### config.mk
export PLATFORM = sky130hd
export DESIGN_NAME = pow2_pwm
export DESIGN_NICKNAME = d
export VERILOG_FILES = /design/src/rtl/pow2_pwm_pkg.sv /design/src/rtl/pow2_pwm_prescaler.sv /design/src/rtl/pow2_pwm_counter.sv /design/src/rtl/pow2_pwm_compare.sv /design/src/rtl/pow2_pwm.sv
export SDC_FILE = /design/constraint.sdc
export NUM_CORES = 1
export LEC_CHECK = 0
export BUFFER_PORTS_ARGS = -buffer_cell sky130_fd_sc_hd__buf_2
export CORE_MARGIN = 2
export CORE_UTILIZATION = 40
export CTS_BUF_LIST = sky130_fd_sc_hd__clkbuf_8
export DETAILED_ROUTE_END_ITERATION = 16
export GPL_TIMING_DRIVEN = 0
export REMOVE_ABC_BUFFERS = 1
export SLEW_MARGIN = 20
export SYNTH_ARGS = -nofsm -noshare
export SYNTH_HDL_FRONTEND = slang
export SYNTH_SLANG_ARGS = --single-unit
### constraint.sdc
create_clock -name clk -period 5.8 [get_ports clk]
set_input_delay 0.29 -clock clk [delete_from_list [all_inputs] [get_ports clk]]
set_output_delay 0.29 -clock clk [all_outputs]
set_load 0.02 [all_outputs]
### src/rtl/pow2_pwm_pkg.sv
// Package: shared constants for the power-of-two prescaled PWM.
// Assumes: count widths are set by the top-level parameters; only the
// lower period limit is fixed here.
package pow2_pwm_pkg;
    localparam int unsigned PWM_TOP_MIN = 3;
endpackage

### src/rtl/pow2_pwm_prescaler.sv
// Module: pow2_pwm_prescaler
// Produces a tick every 2^sel clocks while running. The select is captured
// when the generator starts.
// Assumes: start is a single-cycle pulse that happens with running low.
module pow2_pwm_prescaler #(
    parameter int unsigned SEL_W = 3
) (
    input  logic             clk,
    input  logic             rst_n,
    input  logic             start,
    input  logic             running,
    input  logic [SEL_W-1:0] sel_in,
    output logic             tick
);
    localparam int unsigned DIV_W = (1 << SEL_W) - 1;

    logic [SEL_W-1:0] sel_q;
    logic [DIV_W-1:0] pcnt;
    logic [DIV_W-1:0] mask;

    // Capture the divide select at start.
    always_ff @(posedge clk) begin
        if (!rst_n)     sel_q <= '0;
        else if (start) sel_q <= sel_in;
    end

    // Free-running divider count, cleared whenever the generator is idle.
    always_ff @(posedge clk) begin
        if (!rst_n || !running) pcnt <= '0;
        else                    pcnt <= pcnt + 1'b1;
    end

    // Low-bit mask of the chosen ratio; tick when those bits are all ones.
    always_comb begin
        mask = DIV_W'((32'd1 << sel_q) - 32'd1);
        tick = running && ((pcnt & mask) == mask);
    end

    AST_SEL_HELD: assert property (@(posedge clk) disable iff (!rst_n)
        (running && !start) |=> $stable(sel_q)) else $error("sel changed");
endmodule

### src/rtl/pow2_pwm_counter.sv
// Module: pow2_pwm_counter
// Holds the run state, the clamped period captured at start, the duty
// value captured at start and at each wrap, and the tick counter.
// Assumes: tick is low whenever running is low.
module pow2_pwm_counter #(
    parameter int unsigned TOP_W = 15
) (
    input  logic             clk,
    input  logic             rst_n,
    input  logic             run_en,
    input  logic             tick,
    input  logic [TOP_W:0]   top_in,
    input  logic [TOP_W-1:0] duty_in,
    output logic             start,
    output logic             running,
    output logic [TOP_W-1:0] cnt,
    output logic [TOP_W-1:0] top_q,
    output logic [TOP_W-1:0] duty_q,
    output logic             wrap
);
    import pow2_pwm_pkg::*;

    localparam logic [TOP_W:0]   TOP_MAX_W = {1'b0, {TOP_W{1'b1}}};
    localparam logic [TOP_W-1:0] TOP_MIN_T = TOP_W'(PWM_TOP_MIN);

    logic [TOP_W-1:0] top_clamped;

    // Clamp the requested period into the legal range.
    always_comb begin
        if (top_in > TOP_MAX_W)                      top_clamped = {TOP_W{1'b1}};
        else if (top_in < (TOP_W+1)'(PWM_TOP_MIN))   top_clamped = TOP_MIN_T;
        else                                         top_clamped = top_in[TOP_W-1:0];
    end

    // Start when enabled while idle; wrap on the last tick of a period.
    always_comb begin
        start = run_en && !running;
        wrap  = running && tick && (cnt == top_q - TOP_W'(1));
    end

    // Run state, count, and captured period and duty.
    always_ff @(posedge clk) begin
        if (!rst_n) begin
            running <= 1'b0;
            cnt     <= '0;
            top_q   <= TOP_MIN_T;
            duty_q  <= '0;
        end else if (!run_en) begin
            running <= 1'b0;
            cnt     <= '0;
        end else if (start) begin
            running <= 1'b1;
            cnt     <= '0;
            top_q   <= top_clamped;
            duty_q  <= duty_in;
        end else if (wrap) begin
            cnt     <= '0;
            duty_q  <= duty_in;
        end else if (tick) begin
            cnt     <= cnt + 1'b1;
        end
    end

    AST_CNT_BELOW_TOP: assert property (@(posedge clk) disable iff (!rst_n)
        running |-> (cnt < top_q)) else $error("count past top");
    AST_TOP_IN_RANGE: assert property (@(posedge clk) disable iff (!rst_n)
        running |-> (top_q >= TOP_MIN_T)) else $error("top below min");
    AST_TOP_HELD: assert property (@(posedge clk) disable iff (!rst_n)
        (running && run_en) |=> $stable(top_q)) else $error("top changed");
    AST_STOP_CLEARS: assert property (@(posedge clk) disable iff (!rst_n)
        !run_en |=> (!running && cnt == '0)) else $error("stop not clean");
    AST_DUTY_ONLY_AT_WRAP: assert property (@(posedge clk) disable iff (!rst_n)
        (running && run_en && !wrap) |=> $stable(duty_q)) else $error("duty moved");
endmodule

### src/rtl/pow2_pwm_compare.sv
// Module: pow2_pwm_compare
// Drives the PWM output high while the count is below the active duty.
// Assumes: cnt stays below the captured period while running, so any
// duty at or above the period gives a constant high.
module pow2_pwm_compare #(
    parameter int unsigned TOP_W = 15
) (
    input  logic             clk,
    input  logic             rst_n,
    input  logic             running,
    input  logic [TOP_W-1:0] cnt,
    input  logic [TOP_W-1:0] top_q,
    input  logic [TOP_W-1:0] duty_q,
    output logic             pwm_out
);
    // Compare the count with the duty, gated by the run state.
    always_comb begin
        pwm_out = running && (cnt < duty_q);
    end

    AST_FULL_HIGH: assert property (@(posedge clk) disable iff (!rst_n)
        (running && duty_q >= top_q) |-> pwm_out) else $error("not full");
    AST_ZERO_LOW: assert property (@(posedge clk) disable iff (!rst_n)
        (duty_q == '0) |-> !pwm_out) else $error("not zero");
endmodule

### src/rtl/pow2_pwm.sv
// Module: pow2_pwm (top)
// Single-channel PWM: power-of-two prescaler, a tick counter with a
// period captured at start, and a duty compare.
// Assumes: clk is the only clock, rst_n is synchronous and active low.
module pow2_pwm #(
    parameter int unsigned SEL_W = 3,
    parameter int unsigned TOP_W = 15
) (
    input  logic             clk,
    input  logic             rst_n,
    input  logic             run_en,
    input  logic [SEL_W-1:0] div_sel,
    input  logic [TOP_W:0]   top_in,
    input  logic [TOP_W-1:0] duty_in,
    output logic             pwm_out,
    output logic             period_end
);
    logic             start;
    logic             running;
    logic             tick;
    logic [TOP_W-1:0] cnt;
    logic [TOP_W-1:0] top_q;
    logic [TOP_W-1:0] duty_q;

    pow2_pwm_prescaler #(.SEL_W(SEL_W)) u_pre (
        .clk(clk), .rst_n(rst_n), .start(start), .running(running),
        .sel_in(div_sel), .tick(tick)
    );

    pow2_pwm_counter #(.TOP_W(TOP_W)) u_cnt (
        .clk(clk), .rst_n(rst_n), .run_en(run_en), .tick(tick),
        .top_in(top_in), .duty_in(duty_in), .start(start),
        .running(running), .cnt(cnt), .top_q(top_q), .duty_q(duty_q),
        .wrap(period_end)
    );

    pow2_pwm_compare #(.TOP_W(TOP_W)) u_cmp (
        .clk(clk), .rst_n(rst_n), .running(running), .cnt(cnt),
        .top_q(top_q), .duty_q(duty_q), .pwm_out(pwm_out)
    );

    AST_PE_SINGLE: assert property (@(posedge clk) disable iff (!rst_n)
        (period_end && !start) |=> !period_end || !running) else $error("strobe long");
    AST_IDLE_QUIET: assert property (@(posedge clk) disable iff (!rst_n)
        !running |-> (!pwm_out && !period_end)) else $error("idle active");
endmodule

== Yosys cells after proc, flatten, opt, wreduce, memory -nomap -nowiden ==
Index checks and enable logic that the tools add are counted.
W data, S select, Z words.
Operators by class
  bitwise gates (word level): 3
  reduce and logical (&&, ||, !) cells: 13
  eq/ne operators: 2
  order comparisons: 3
  mux-type cells: 4
  shift operators: 1
  $add $sub $neg: 4
Operators with widths (count)
  $mux W15: 4
  $gt A16 B15 Y1 const B: 1
  $lt A16 B2 Y1 const B: 1
  $add A15 B1 Y15 const B: 1
  $eq A15 B15 Y1: 1
  $lt A15 B15 Y1: 1
  $sub A15 B1 Y15 const B: 1
  $add A7 B1 Y7 const B: 1
  $and A7 B7 Y7: 1
  $eq A7 B7 Y1: 1
  $shl A1 B3 Y7 const A: 1
  $sub A7 B1 Y7 const B: 1
  $reduce_and A2 Y1: 3
  $logic_and A1 B1 Y1: 5
  $reduce_or A4 Y1: 1
  $logic_not A1 Y1: 2
  $not A1 Y1: 2
  $reduce_bool A2 Y1: 1
  $logic_or A1 B1 Y1: 1
Storage, ports and cells
  register bits after elaboration: 56
  word-level logic and storage cells: 36
  output and inout bits: 2
  bits of input ports: 37

== Depth between registers and ports, before layout ==
  depth after elaboration: 9
  mapped depth: 11
  gate-level depth less buffers: 9

== Hierarchy ==
A second synthesis with hierarchy kept.
Unflattened totals
  cell total of the unflattened synthesis: 373
  area, all modules: 3243.1 sq um
Modules (own cells, without submodules)
  pow2_pwm_counter: area an instance 2459.9 sq um, cells an instance 278, times used 1, seq. area each 920.9 sq um
  pow2_pwm_prescaler: area an instance 421.7 sq um, cells an instance 45, times used 1, seq. area each 200.2 sq um
  pow2_pwm_compare: area an instance 361.6 sq um, cells an instance 50, times used 1, seq. area each 0.0 sq um

== Least setup slack after synthesis ==
OpenSTA, ideal clock, no wires.
  kind: register -> output
  start point: register u_cnt.top_q[0]
  end point: output period_end
  cell stages (with the launch flop): 8
  path slack: 2.931 ns
  path buffers: 0
  data arrival time: 2.579 ns
  data required time: 5.510 ns
  cells stage by stage: dfxtp_1 inv_1 ha_1 nor4b_2 nand4b_1 xnor2_1 or4_1 nor4_1
On the way
  cells in the longest elaborated chain, start to end: 3
Ends and longest elaborated chain
  from (decl): RTL line pow2_pwm_counter.sv:17  | output logic [TOP_W-1:0] top_q,
  from (signal assigned): RTL line pow2_pwm_counter.sv:54  | top_q <= top_clamped;
  $sub A15 B1 Y15: RTL line pow2_pwm_counter.sv:38  | wrap = running && tick && (cnt == top_q - TOP_W'(1));
  $eq A15 B15 Y1: RTL line pow2_pwm_counter.sv:38
  $logic_and A1 B1 Y1: RTL line pow2_pwm_counter.sv:38
  to (decl): RTL line pow2_pwm.sv:16  | output logic period_end
No other way between the ends.

== Worst setup path in the final report ==
  start point: register u_cnt.top_q[0]
  end point: register u_cnt.cnt[5]
On the way
  cells in the longest elaborated chain, start to end: 4
Ends and longest elaborated chain
  $sub A15 B1 Y15: RTL line pow2_pwm_counter.sv:38
  $eq A15 B15 Y1: RTL line pow2_pwm_counter.sv:38
  $logic_and A1 B1 Y1: RTL line pow2_pwm_counter.sv:38
  $reduce_or A4 Y1 (no source line)
  to (signal assigned): RTL line pow2_pwm_counter.sv:60  | cnt <= cnt + 1'b1;
  to (decl): RTL line pow2_pwm_counter.sv:16  | output logic [TOP_W-1:0] cnt,
No other way between the ends.
A chain may end at the register's enable or synchronous reset.

==> results.json <==
{
  "status": "finished, final reports clean",
  "power.leakage_uw": 0.00149,
  "num_rows": 33,
  "insertion_delay_ns": 0.31,
  "p_per_area_nw_per_um2": 217,
  "hold_viol": 0,
  "tightest_slew_ns": 1.05,
  "start_util_pct": 41.8,
  "htree_levels": 2,
  "start_kind": "flip-flop",
  "syn_area_um2": 3470,
  "cts_sinks": 56,
  "max_freq_ghz": 0.253,
  "core_area_um2": 8300,
  "dr.first_iter.drc_count": 100,
  "cp_max_fo": 31,
  "design_area_um2": 3780,
  "crit_type": "flip-flop to flip-flop",
  "placed_cell_area_um2": 3660,
  "io_buffers": 38,
  "yosysUniqueCellTypes": 50,
  "yosysSeqAreaShare_pct": 32.3,
  "cp_slowest_cell": "and4b_1",
  "die_x_um": 97.1,
  "clk_pin_slew_worst_paths_ns": 0.11,
  "synth-async-reset-ratio_pct": 0,
  "ys_seq_elements": 56,
  "synth_edf_count": 0,
  "critical_path_required_ns": 5.98,
  "worst_ep_arrival_time_ns": 4.13,
  "diodes": 0,
  "clock_path_buffers": 2,
  "worstPathCellList": "inv_1 -> ha_1 -> nor4b_2 -> xor2_1 -> and4b_1 -> o2111ai_2 -> and4b_1 -> or3b_1 -> nor2_1",
  "critical-path-max-stage-delay_ns": 1.00,
  "numCtsBuffers": 5,
  "synthTopCellsByCount": "dfxtp_1, nand3_1, nor2_1",
  "nFillCells": 839,
  "area_delta_synth_final_pct": 9.17,
  "yosysWarnings": 0,
  "slew_headroom_pct": 29.8,
  "grt_pass1_wl_mm": 13.2,
  "setup_tns_ns": 0,
  "crit_top_cell": "and4b_1",
  "grt_antenna_before_repair": 0,
  "synth_area_leaders": "dfxtp_1, nor3b_1, ha_1, nand3_1, xor2_1",
  "dr.pass1.iters": 4,
  "cts_root_buf": "clkbuf_8",
  "fin_skew_ns": 0.00732,
  "rsz0062_at_grt": "false",
  "track_usage_pct": 16.7,
  "worst-path-buf-inv": 1,
  "post-place-ws_ns": 1.84,
  "dp_cells": 543,
  "drive_above_1_share_pct": 13.7,
  "synth_flop_cell": "dfxtp_1",
  "post-dp-hpwl_mm": 5.63,
  "cts_tree": "built",
  "synth_top_area_share_pct": 32.3,
  "synthCells": 428,
  "postCtsSetupBuffers": 0,
  "fin_crit_ns": 3.95,
  "setup_viol": 0,
  "grt_max_degree": 38,
  "final_nets": 499,
  "vias_per_cell": 5.54,
  "drv_cap": 0,
  "io_pins": 39,
  "drc": 0,
  "hold_buffers": 0,
  "wl_per_cell_um": 14.1,
  "final_util_pct": 45.6,
  "gp_congestion": 0.878,
  "setup.worst_path.end_class": "flip-flop",
  "slew_violations": 0,
  "num_vias": 3051,
  "hp-class": "input pin to flip-flop",
  "cts_resized": 0,
  "die_h_um": 97.1,
  "yosys.area.top_type": "dfxtp_1",
  "cp_top_family": "simple AND/OR/NAND/NOR gates",
  "grt_pass1_vias": 2920,
  "dieArea_um2": 9430,
  "synth.most_common_cell": "dfxtp_1",
  "finish.cell_count_without_fillers": 551,
  "grt-ovfl-total": 0,
  "antenna_left": 0,
  "fin_ws_ns": 1.85,
  "totalWireLength_mm": 7.79,
  "syn_area_per_cell_um2": 8.10,
  "fin_crit_sh_pct": 68.1,
  "vdd.ir_drop.worst_mv": 0.102
}
-- worst reg2reg max path, cell delays in order, from the launching register on --
cell       delay, ns
dfxtp_1         0.39
inv_1           0.08
ha_1            0.24
nor4b_2         0.70
xor2_1          0.19
and4b_1         0.23
o2111ai_2       0.13
and4b_1         1.00
or3b_1          0.73
nor2_1          0.12
-- state kept, by name, summed over array words and instances, names as in the netlist --
signal and count:
u_pre.pcnt 7, u_cnt.running 1, u_cnt.duty_q 15, u_pre.sel_q 3
u_cnt.top_q 15, u_cnt.cnt 15
-- where the power goes --
group          leakage, uW  internal [uW]  switching, uW
clock            0.0000645            153            133
combinational     0.000967           49.8           67.5
sequential        0.000458            402           16.5
total              0.00149            604            217
-- final cells by class --
class | instances | area [um^2] | area share [%]
Tap cell | 105 | 131 | 3.47
Inverter | 20 | 75.1 | 1.98
Clock inverter | 1 | 30.0 | 0.794
Timing Repair Buffer | 38 | 190 | 5.03
Clock buffer | 7 | 96.3 | 2.55
Multi-Input combinational cell | 324 | 2140 | 56.5
Sequential cell | 56 | 1120 | 29.6
-- layout by cell type (no fill, tap or decap), types with 7 or more instances in the layout --
| cell type | n |
|---|---|
| a21oi_1 | 8 |
| inv_1 | 19 |
| xnor2_1 | 14 |
| nor2_2 | 8 |
| a21boi_0 | 7 |
| and3_1 | 9 |
| nand3_1 | 40 |
| nor2_1 | 34 |
| xor2_1 | 22 |
| clkbuf_8 | 7 |
| dfxtp_1 | 56 |
| nor3_1 | 19 |
| nor3b_1 | 29 |
| nand2_1 | 21 |
| buf_2 | 38 |
| or3_1 | 15 |
| a31oi_1 | 19 |
| ha_1 | 17 |
-- logic make-up after synthesis --
group / after synthesis / synth area share [%]
compound gates: 57 / 11.1
flops: 56 / 32.3
xor+xnor: 36 / 9.10
fa+ha+maj: 17 / 6.14
mux: 1 / 0.289
buf+inv: 48 / 5.99
simple gates: 213 / 35.1
-- per-layer routing --
layer | track usage (%) | vias to the layer above | routed length [um]
met2 | 28.5 | 39 | 3780
met4 | 4.66 | 0 | 91
met5 | 0 | - | 0
met1 | 21.7 | 1448 | 3700
met3 | 2.81 | 9 | 209
li1 | - | 1555 | -
-- path summary, 6_finish.rpt --
check | start | to | slack [ns] | cells past startpoint
worst min register to register | u_pre.sel_q[1]$_SDFFE_PN0P_ | u_pre.sel_q[1]$_SDFFE_PN0P_ | 0.51 | 2
worst max-delay path | u_cnt.top_q[0]$_SDFFE_PN1P_ | u_cnt.cnt[5]$_SDFFE_PP0P_ | 1.85 | 9
worst max register to register | u_cnt.top_q[0]$_SDFFE_PN1P_ | u_cnt.cnt[5]$_SDFFE_PP0P_ | 1.85 | 9
worst min-delay path | top_in[1] | u_cnt.top_q[1]$_SDFFE_PN1P_ | 0.20 | 3
-- through the flow --
stage          power, uW  hold slack (ns)
2_1_floorplan        501            0.352
3_3_place_gp         541            0.478
3_5_place_dp         544            0.490
4_1_cts              828            0.196
5_1_grt              862            0.203
6_report             821            0.198
(Power assumes the default switching activity.)
